`src/rtl/link_seq_pkg.sv`:
```
// Shared types and symbol constants for the main-link pattern sequencer.
// Assumes a downstream 8b/10b encoder that takes a byte plus control flag.
package link_seq_pkg;

    typedef enum logic [1:0] {
        STG_CLKREC = 2'd0,
        STG_ALIGN  = 2'd1,
        STG_IDLE   = 2'd2,
        STG_VIDEO  = 2'd3
    } stage_e;

    typedef struct packed {
        logic       k;
        logic [7:0] d;
    } sym_t;

    localparam logic [7:0] SYM_COMMA  = 8'hBC;  // K28.5, also used as Blank Start
    localparam logic [7:0] SYM_D10_2  = 8'h4A;  // alternating-bit training symbol
    localparam logic [7:0] SYM_D11_6  = 8'hCB;  // follows each comma in alignment
    localparam logic [7:0] VBID_IDLE  = 8'h09;  // blanking + no-video flags
    localparam int         ALIGN_LEN  = 10;

endpackage

```
`src/rtl/lps_stage_ctrl.sv`:
```
// Stage sequencer: holds the current stage, the symbol position and the
// count of completed idle periods. Enforces the allowed stage order and
// defers exits from idle/video to the end of a framing period.
// Assumes BS_PERIOD >= 16 and MIN_IDLE >= 1.
module lps_stage_ctrl
    import link_seq_pkg::*;
#(
    parameter int BS_PERIOD = 8192,
    parameter int MIN_IDLE  = 5,
    localparam int PW = $clog2(BS_PERIOD),
    localparam int CW = $clog2(MIN_IDLE + 1)
) (
    input  logic          clk,
    input  logic          rst_n,
    input  logic [1:0]    req_i,
    output stage_e        stage_o,
    output logic [PW-1:0] pos_o,
    output logic          idle_ok_o
);

    stage_e        stage_q;
    stage_e        req_s;
    logic [PW-1:0] pos_q;
    logic [PW-1:0] wrap_pos;
    logic [CW-1:0] cnt_q;
    logic          boundary;
    logic          legal;
    logic          take;

    assign req_s    = stage_e'(req_i);
    assign wrap_pos = (stage_q == STG_ALIGN) ? PW'(ALIGN_LEN - 1) : PW'(BS_PERIOD - 1);
    assign boundary = (pos_q == PW'(BS_PERIOD - 1));

    // Decide whether the requested stage is an allowed next step.
    always_comb begin
        case (stage_q)
            STG_CLKREC: legal = (req_s == STG_ALIGN);
            STG_ALIGN:  legal = (req_s == STG_IDLE) || (req_s == STG_CLKREC);
            STG_IDLE:   legal = (req_s == STG_CLKREC) ||
                                ((req_s == STG_VIDEO) && (cnt_q >= CW'(MIN_IDLE - 1)));
            STG_VIDEO:  legal = (req_s == STG_CLKREC) || (req_s == STG_IDLE);
            default:    legal = 1'b0;
        endcase
    end

    // Training stages switch at once; framed stages wait for a period end.
    assign take = legal && ((stage_q == STG_CLKREC) || (stage_q == STG_ALIGN) || boundary);

    // Stage register.
    always_ff @(posedge clk) begin
        if (!rst_n)    stage_q <= STG_CLKREC;
        else if (take) stage_q <= req_s;
    end

    // Symbol position: restarts on a stage change, wraps per stage length.
    always_ff @(posedge clk) begin
        if (!rst_n)                pos_q <= '0;
        else if (take)             pos_q <= '0;
        else if (pos_q == wrap_pos) pos_q <= '0;
        else                       pos_q <= pos_q + 1'b1;
    end

    // Completed idle periods, saturating at MIN_IDLE.
    always_ff @(posedge clk) begin
        if (!rst_n)
            cnt_q <= '0;
        else if (take && (req_s != STG_VIDEO))
            cnt_q <= '0;
        else if ((stage_q == STG_IDLE) && boundary && (cnt_q < CW'(MIN_IDLE)))
            cnt_q <= cnt_q + 1'b1;
    end

    assign stage_o   = stage_q;
    assign pos_o     = pos_q;
    assign idle_ok_o = (cnt_q >= CW'(MIN_IDLE));

    AST_ORDER_ALIGN: assert property (@(posedge clk) disable iff (!rst_n)
        (stage_q == STG_ALIGN && $past(stage_q) != STG_ALIGN) |-> $past(stage_q) == STG_CLKREC);
    AST_ORDER_IDLE: assert property (@(posedge clk) disable iff (!rst_n)
        (stage_q == STG_IDLE && $past(stage_q) != STG_IDLE) |->
        ($past(stage_q) == STG_ALIGN || $past(stage_q) == STG_VIDEO));
    AST_VIDEO_GATE: assert property (@(posedge clk) disable iff (!rst_n)
        (stage_q == STG_VIDEO && $past(stage_q) != STG_VIDEO) |->
        ($past(stage_q) == STG_IDLE && idle_ok_o));
    AST_IDLE_EXIT_EDGE: assert property (@(posedge clk) disable iff (!rst_n)
        ($past(stage_q) == STG_IDLE && stage_q != STG_IDLE) |->
        $past(pos_q) == PW'(BS_PERIOD - 1));
    AST_POS_RESTART: assert property (@(posedge clk) disable iff (!rst_n)
        (stage_q != $past(stage_q)) |-> pos_q == '0);
    AST_CNT_BOUND: assert property (@(posedge clk) disable iff (!rst_n)
        cnt_q <= CW'(MIN_IDLE));

endmodule

```
`src/rtl/lps_symbol_gen.sv`:
```
// Symbol generator: maps stage and position to one byte plus control flag.
// Purely combinational; assumes the position is already wrapped per stage.
module lps_symbol_gen
    import link_seq_pkg::*;
#(
    parameter int PW = 13
) (
    input  stage_e        stage_i,
    input  logic [PW-1:0] pos_i,
    output sym_t          sym_o
);

    // Select the symbol for the current stage and position.
    always_comb begin
        sym_o = '{k: 1'b0, d: 8'h00};
        case (stage_i)
            STG_CLKREC: sym_o = '{k: 1'b0, d: SYM_D10_2};
            STG_ALIGN: begin
                if (pos_i == PW'(0) || pos_i == PW'(2))
                    sym_o = '{k: 1'b1, d: SYM_COMMA};
                else if (pos_i == PW'(1) || pos_i == PW'(3))
                    sym_o = '{k: 1'b0, d: SYM_D11_6};
                else
                    sym_o = '{k: 1'b0, d: SYM_D10_2};
            end
            STG_IDLE: begin
                if (pos_i == PW'(0))      sym_o = '{k: 1'b1, d: SYM_COMMA};
                else if (pos_i == PW'(1)) sym_o = '{k: 1'b0, d: VBID_IDLE};
            end
            STG_VIDEO: begin
                if (pos_i == PW'(0))      sym_o = '{k: 1'b1, d: SYM_COMMA};
            end
            default: sym_o = '{k: 1'b0, d: 8'h00};
        endcase
    end

endmodule

```
`src/rtl/lps_lane_fan.sv`:
```
// Lane fan-out: copies one symbol onto every active lane and zeroes the
// rest. Assumes MAX_LANES is 1, 2 or 4.
module lps_lane_fan
    import link_seq_pkg::*;
#(
    parameter int MAX_LANES = 4
) (
    input  sym_t                     sym_i,
    input  logic [1:0]               lane_mode_i,
    output logic [MAX_LANES*8-1:0]   data_o,
    output logic [MAX_LANES-1:0]     k_o
);

    int n_active;

    // Decode the lane mode into a count of active lanes.
    always_comb begin
        case (lane_mode_i)
            2'd0:    n_active = 1;
            2'd1:    n_active = 2;
            default: n_active = 4;
        endcase
    end

    for (genvar l = 0; l < MAX_LANES; l++) begin : g_lane
        // Drive one lane, or hold it quiet when not in use.
        always_comb begin
            if (l < n_active) begin
                data_o[l*8 +: 8] = sym_i.d;
                k_o[l]           = sym_i.k;
            end else begin
                data_o[l*8 +: 8] = 8'h00;
                k_o[l]           = 1'b0;
            end
        end
    end

endmodule

```
`src/rtl/link_pattern_seq.sv`:
```
// Top of the main-link training and idle pattern sequencer. Ties the stage
// sequencer, symbol generator and lane fan-out together and derives the
// scrambler enable. Assumes the encoder and scrambler sit downstream.
module link_pattern_seq
    import link_seq_pkg::*;
#(
    parameter int MAX_LANES = 4,
    parameter int BS_PERIOD = 8192,
    parameter int MIN_IDLE  = 5,
    localparam int PW = $clog2(BS_PERIOD)
) (
    input  logic                   clk,
    input  logic                   rst_n,
    input  logic [1:0]             stage_req,
    input  logic [1:0]             lane_mode,
    output logic [MAX_LANES*8-1:0] lane_data,
    output logic [MAX_LANES-1:0]   lane_k,
    output logic                   scram_en,
    output logic                   idle_ok,
    output logic [1:0]             stage_now
);

    stage_e        stage;
    logic [PW-1:0] pos;
    sym_t          sym;

    lps_stage_ctrl #(.BS_PERIOD(BS_PERIOD), .MIN_IDLE(MIN_IDLE)) u_ctrl (
        .clk      (clk),
        .rst_n    (rst_n),
        .req_i    (stage_req),
        .stage_o  (stage),
        .pos_o    (pos),
        .idle_ok_o(idle_ok)
    );

    lps_symbol_gen #(.PW(PW)) u_gen (
        .stage_i(stage),
        .pos_i  (pos),
        .sym_o  (sym)
    );

    lps_lane_fan #(.MAX_LANES(MAX_LANES)) u_fan (
        .sym_i      (sym),
        .lane_mode_i(lane_mode),
        .data_o     (lane_data),
        .k_o        (lane_k)
    );

    // Scrambling runs only once video has started.
    assign scram_en  = (stage == STG_VIDEO);
    assign stage_now = stage;

    AST_SCRAM_NEEDS_IDLE: assert property (@(posedge clk) disable iff (!rst_n)
        scram_en |-> idle_ok);
    AST_IDLE_STARTS_BS: assert property (@(posedge clk) disable iff (!rst_n)
        (stage == STG_IDLE && $past(stage) != STG_IDLE) |-> lane_k[0]);

endmodule

```
`config.mk`:
```
export PLATFORM = sky130hd
export DESIGN_NAME = link_pattern_seq
export DESIGN_NICKNAME = d
export VERILOG_FILES = /design/src/rtl/link_seq_pkg.sv /design/src/rtl/lps_stage_ctrl.sv /design/src/rtl/lps_symbol_gen.sv /design/src/rtl/lps_lane_fan.sv /design/src/rtl/link_pattern_seq.sv
export SDC_FILE = /design/constraint.sdc
export NUM_CORES = 1
export LEC_CHECK = 0
export BUFFER_PORTS_ARGS = -buffer_cell sky130_fd_sc_hd__buf_2
export CAP_MARGIN = 20
export CORE_MARGIN = 5
export CORE_UTILIZATION = 30
export CTS_CLUSTER_DIAMETER = 50
export DETAILED_ROUTE_END_ITERATION = 6
export GPL_TIMING_DRIVEN = 1
export PLACE_DENSITY = 0.6
export SLEW_MARGIN = 25
export SYNTH_ARGS = -nofsm -noshare
export SYNTH_HDL_FRONTEND = slang
export SYNTH_SLANG_ARGS = --single-unit
```
`constraint.sdc`:
```
create_clock -name clk -period 1.85 [get_ports clk]
set_input_delay 0.0925 -clock clk [delete_from_list [all_inputs] [get_ports clk]]
set_output_delay 0.0925 -clock clk [all_outputs]
set_load 0.05 [all_outputs]
```
==> After elaboration in Yosys (flattened, before gate mapping) <==
Index checks and enable logic that the tools add are counted.
{ "classes": {"n_addsub": 2, "order_cmp": 7, "n_eq_ne": 13, "muxes": 17, "bitwise_logic": 1, "reduce_logical": 18} }
{ "op_table": {"columns": ["cell", "count"], "rows": [
  ["$mux W8", 5],
  ["$pmux W9 S4", 1],
  ["$mux W9", 3],
  ["$eq A13 B2 Y1 const B", 2],
  ["$add A13 B1 Y13 const B", 1],
  ["$eq A13 B1 Y1 const B", 1],
  ["$eq A13 B13 Y1", 1],
  ["$eq A13 B13 Y1 const B", 1],
  ["$logic_not A13 Y1", 1],
  ["$mux W13", 1],
  ["$eq A2 B2 Y1 const B", 4],
  ["$eq A2 B1 Y1 const B", 3],
  ["$ge A3 B3 Y1 const B", 2],
  ["$logic_not A2 Y1", 3],
  ["$logic_or A1 B1 Y1", 6],
  ["$lt A1 B3 Y1 const A", 2],
  ["$lt A2 B3 Y1 const A", 2],
  ["$pmux W3 S2", 1],
  ["$logic_and A1 B1 Y1", 5],
  ["$mux W1", 4],
  ["$mux W4", 1],
  ["$reduce_or A2 Y1", 2],
  ["$add A3 B1 Y3 const B", 1],
  ["$lt A3 B3 Y1 const B", 1],
  ["other kinds (4)", 4]
]} }
{ "word_totals": {"register_bits": 18, "input_bits": 6, "output_inout_bits": 40, "elab_cells": 61} }

==> Depth between registers and ports, before layout <==
{ "depth": {"ltp_word": 7, "mapped_depth": 8} }

==> Hierarchy <==
Synthesis repeated with hierarchy kept, for this count alone.
{ "unflattened": {"hier_cells": 179, "hier_area_um2": 1447.6} }
{ "by_module_without_submodules": {"columns": ["mod", "n_inst", "cells_each", "area_each_um2"], "rows": [
  ["lps_stage_ctrl", 1, 117, 1016.0],
  ["lps_lane_fan", 1, 41, 267.8],
  ["lps_symbol_gen", 1, 20, 157.7],
  ["link_pattern_seq", 1, 1, 6.3]
]} }

==> Worst setup path after synthesis <==
No wires, ideal clock.
{ "synth_path": {"kind": "register -> output", "start": "register u_ctrl.pos_q[0] (netlist: u_ctrl.pos_o[0])", "end": "output lane_data[22]", "arrival_time_ps": 3019, "required_time_ps": 1757, "slack_ps": -1261, "stages_incl_launch_ff": 8, "n_path_buf": 1, "path_cell_list": "dfxtp_1 > inv_1 > ha_1 > nor2_1 > nor2_1 > a31oi_1 > nor2b_1 > buf_4"} }
{ "synth_between": {"elab_chain_cells": 5, "elab_cells_between_ends": 6} }
{ "synth_lines": {"columns": ["element", "line", "text"], "rows": [
  ["start: declaration", "lps_stage_ctrl.sv:23", "logic [PW-1:0] pos_q;"],
  ["start signal: assignment", "lps_stage_ctrl.sv:60", "else pos_q <= pos_q + 1'b1;"],
  ["$eq A13 B2 Y1 / $logic_not A13 Y1 (equally long branches)", "lps_symbol_gen.sv:19, lps_symbol_gen.sv:27", null],
  ["$logic_or A1 B1 Y1 *", "lps_symbol_gen.sv:19", "if (pos_i == PW'(0) || pos_i == PW'(2))"],
  ["$mux W9 *", "lps_symbol_gen.sv:19", null],
  ["$pmux W9 S4 *", "lps_symbol_gen.sv:16", "case (stage_i)"],
  ["$mux W8 *", "lps_lane_fan.sv:28", "if (l < n_active) begin"],
  ["end: declaration", "link_pattern_seq.sv:16", "output logic [MAX_LANES*8-1:0] lane_data,"]
]} }
Every way passes the cells marked *; elsewhere a longest branch is shown, timed or not.

==> Worst setup path after layout <==
{ "layout_path": {"start": "register u_ctrl.pos_q[7] (netlist: u_ctrl.pos_o[7])", "end": "output lane_data[27]"} }
{ "layout_between": {"elab_chain_cells": 5, "elab_cells_between_ends": 10} }
{ "layout_lines": {"columns": ["element", "line", "text"], "rows": [
  ["$eq A13 B1 Y1 (tied with other cells)", "lps_symbol_gen.sv:28", "else if (pos_i == PW'(1)) sym_o = '{k: 1'b0, d: VBID_IDLE};"],
  ["$mux W4 / $logic_or A1 B1 Y1 (equally long branches)", "lps_symbol_gen.sv:28, lps_symbol_gen.sv:19", null],
  ["$mux W9, on equally long branches", "lps_symbol_gen.sv:27, lps_symbol_gen.sv:19", null],
  ["$pmux W9 S4 *", "lps_symbol_gen.sv:16", null],
  ["$mux W8 *", "lps_lane_fan.sv:28", null]
]} }
Marks and branches as above.

==> key figures <==
Route
  • Detailed-route DRC error count: 0
  • Routed len/inst: 15.7 um
  • Antenna-violating nets left: 0
  • Final WL: 4620 um
  • DR iter-0 viols: 55
  • Vias per cell: 5.11
  • 1st-pass router iterations: 4
  • DR vias: 1507

Placement
  • DP Area: 1970 um^2
  • Pre-CTS setup slack: -0.258 ns
  • Placer Congestion: 0.727
  • Dpl hpwl: 2900 um
  • PortBufs: 45

Layout
  • Layout cells sized above 1: 0.605
  • Synth-to-Final Area Change: 83.6%
  • Multi-input logic area: 1120 um^2
  • Inserted Diodes: 0
  • Fill count: 366
  • Post-Layout Inst Area: 2550 um^2
  • Util after Layout: 0.578
  • Reg area: 375 um^2
  • # nets final: 257

Run status
  • Failing checks: negative setup slack
  • Status: finished, violations left

Synth
  • Post-synthesis sequential area ratio: 0.259
  • Mapped Area: 1390 um^2
  • Post-synth top area cell: dfxtp_1
  • Main area contributors after synthesis: dfxtp_1 26%, buf_4 8.6%, ha_1 6.3%
  • Synth warn: 0
  • Top cell type's share of synthesized area: 0.259
  • Yosys cell types: 44
  • Yosys reg bits: 18
  • Syn Inst Count: 178
  • Mapped Nets: 191
  • Post-Syn Area per Cell: 7.81 um^2

Worst setup path
  • Worst Path Max Fanout: 3
  • Startpoint types: flip-flop
  • Critical path startpoint: u_ctrl.pos_o[7]
  • R2R Path Start: u_ctrl.pos_o[10]
  • Crit end category: primary output
  • CP arrival: 2.23 ns
  • CP Class: reg2out
  • Worst EP required: 1.76 ns

Die
  • # IOs: 46
  • Die X: 78.1 um
  • Rows: 24
  • Die ar.: 6090 um^2
  • Die Ht: 78.1 um
  • Core ar.: 4410 um^2
  • Initial Utilization: 0.315

Clock network
  • Clk root buf: clkbuf_8
  • TritonCTS Buffers: 3
  • Sink Count: 18
  • CTS tree: done
  • Later-pin clock latency in the skew report: 0.26 ns
  • CTS Buffer Depth: 2
  • Clk slew on worst S/H paths: 0.07 ns
  • H-Tree Depth: 1

Global route
  • First-pass GRT wire length: 6890 um
  • Vias in the first global route: 1425
  • GRT Resource Usage Total: 0.137
  • Pin count of the biggest net entering global routing: 14
  • Remaining Overflow, GRT: 0
  • Initial antenna violation count: 0

STA
  • Fin crit period: 2.32 ns
  • Fin. Hold Viols: 0
  • Unrepaired setup endpoints after global routing: yes
  • Final worst-path setup slack: -0.471 ns
  • Slew HR: 0.688
  • Fin crit share: 1.25
  • F_max: 431 MHz
  • Fin Setup TNS: -14.49 ns
  • Slew at the pin closest to its max-slew limit: 0.468 ns
  • Clock Skew: 0.00202 ns
  • Endpoints failing setup: 52
  • Fin. max-slew vios: 0

Power
  • Leakage: 0.00104 uW
  • Pwr Density: 724 nW/um^2
  • Maximum vdd ir drop: 0.271 mV

Hold path
  • Hold crit path type: in2reg
  • Hold_sp: rst_n

Flow run
  • Max_cap viols: 0
[worst max-delay path, cell delays in order, from the launching register on]
cell	delay [ns]
dfxtp_2	0.32
or4_4	0.54
or4_4	0.51
o21a_4	0.26
inv_8	0.06
and2_4	0.14
buf_8	0.14
[synth_stat cells]
master and n:
a31oi_1 1, buf_2 4, nor3_1 6, o31a_1 1, and3b_1 1, nor3b_1 2, inv_2 1, a32oi_2 1
nor4_1 12, o21ai_0 9, a21oi_1 2, and3_1 1, buf_6 1, or3_1 4, a31o_2 1, and2_1 7
xnor2_1 7, nand3_2 1, buf_4 16, a211oi_1 3, nor2_1 16, clkbuf_1 2, or2_2 1, ha_1 7
and4_2 1, nand4_1 3, or3b_2 1, or4b_1 1, o21a_1 1, and4b_1 1, nand3_1 4, o221ai_1 1
nand2b_1 3, mux2i_1 1, dfxtp_1 18, or4_1 4, o221a_2 1, o21ai_1 1, nand2_1 7, inv_1 13
a22oi_1 1, nor4b_1 1, nor2b_1 4, xor2_1 4
[kinds of logic after synthesis]
logic type,share of synthesized area
compound gates,0.113
simple gates,0.336
mux,0.00720
fa+ha+maj,0.0630
buf+inv,0.152
flops,0.259
xor+xnor,0.0693
[final cells by class]
type	instances	area share
timing repair buffer	83	0.341
sequential	18	0.147
inverter	14	0.0260
clock buffer	4	0.0216
multi-input combinational	124	0.439
tap	52	0.0255
[through the flow]
stage | total power [uW] | hold slack (ns) | cells
after floorplan | 1150 | 0.223 | 178
after global placement | 1240 | 0.388 | 281
after detailed placement | 1250 | 0.393 | 281
after CTS | 1790 | 0.108 | 291
after global routing | 1910 | 0.137 | 295
final | 1850 | 0.110 | 295
[repair_timing]
item	4_1_cts	5_1_grt
hold endpoints to repair	0	0
gates resized for setup	93	32
setup buffers	6	4
setup endpoints to repair	52	53
pin swaps	6	9
hold buffers	0	0
cloned	1	0
[worst paths after layout]
check / cells past startpoint / to / slack (ns)
worst max-delay path: 6 / lane_data[27] / -0.47
worst min-delay path: 3 / u_ctrl.stage_o[1] / 0.11
worst max register to register: 8 / u_ctrl.pos_o[1] / -0.16
worst min register to register: 2 / u_ctrl.cnt_q[1] / 0.56
[sequential cells by signal (all words and copies together) (netlist names)]
signal / cells
u_ctrl.pos_o: 13
u_ctrl.cnt_q: 3
u_ctrl.stage_o: 2
[power breakdown]
part           internal, uW  switching [uW]  leakage, uW  total (uW)
Sequential              402            26.8     0.000150         429
Combinational           429             658     0.000860        1090
Clock                   190             142    0.0000288         331
[per-layer routing]
metal / global-route usage / up-vias / routed length, um
met5: 0 / - / 0
met4: 0.0557 / 0 / 68
met3: 0.0229 / 6 / 196
met2: 0.243 / 38 / 2490
met1: 0.162 / 721 / 1870
li1: - / 742 / -
[cell usage in the layout (no fill, tap or decap), types with 2 or more instances in the layout]
| master | instances |
|---|---|
| ha_1 | 6 |
| nor4_1 | 5 |
| buf_8 | 20 |
| nor2b_1 | 3 |
| dfxtp_4 | 2 |
| dfxtp_1 | 10 |
| and3_4 | 2 |
| nand2b_1 | 3 |
| buf_6 | 25 |
| nand3_4 | 2 |
| inv_1 | 10 |
| xor2_1 | 4 |
| nand4_1 | 3 |
| dfxtp_2 | 6 |
| a21oi_1 | 2 |
| nor2_1 | 8 |
| nand2_1 | 7 |
| a211oi_2 | 3 |
| nor3_1 | 5 |
| clkbuf_8 | 4 |
| o21ai_1 | 2 |
| nand3_1 | 3 |
| xnor2_1 | 7 |
| and2_4 | 6 |
| buf_12 | 2 |
| o21ai_0 | 7 |
| nor2_4 | 8 |
| or4_4 | 4 |
| nor4_2 | 6 |
| nor3b_1 | 2 |
| buf_2 | 9 |
| or3_1 | 2 |
| or3_4 | 2 |
| buf_4 | 27 |
No activity file was read; power rests on OpenSTA's default activity.
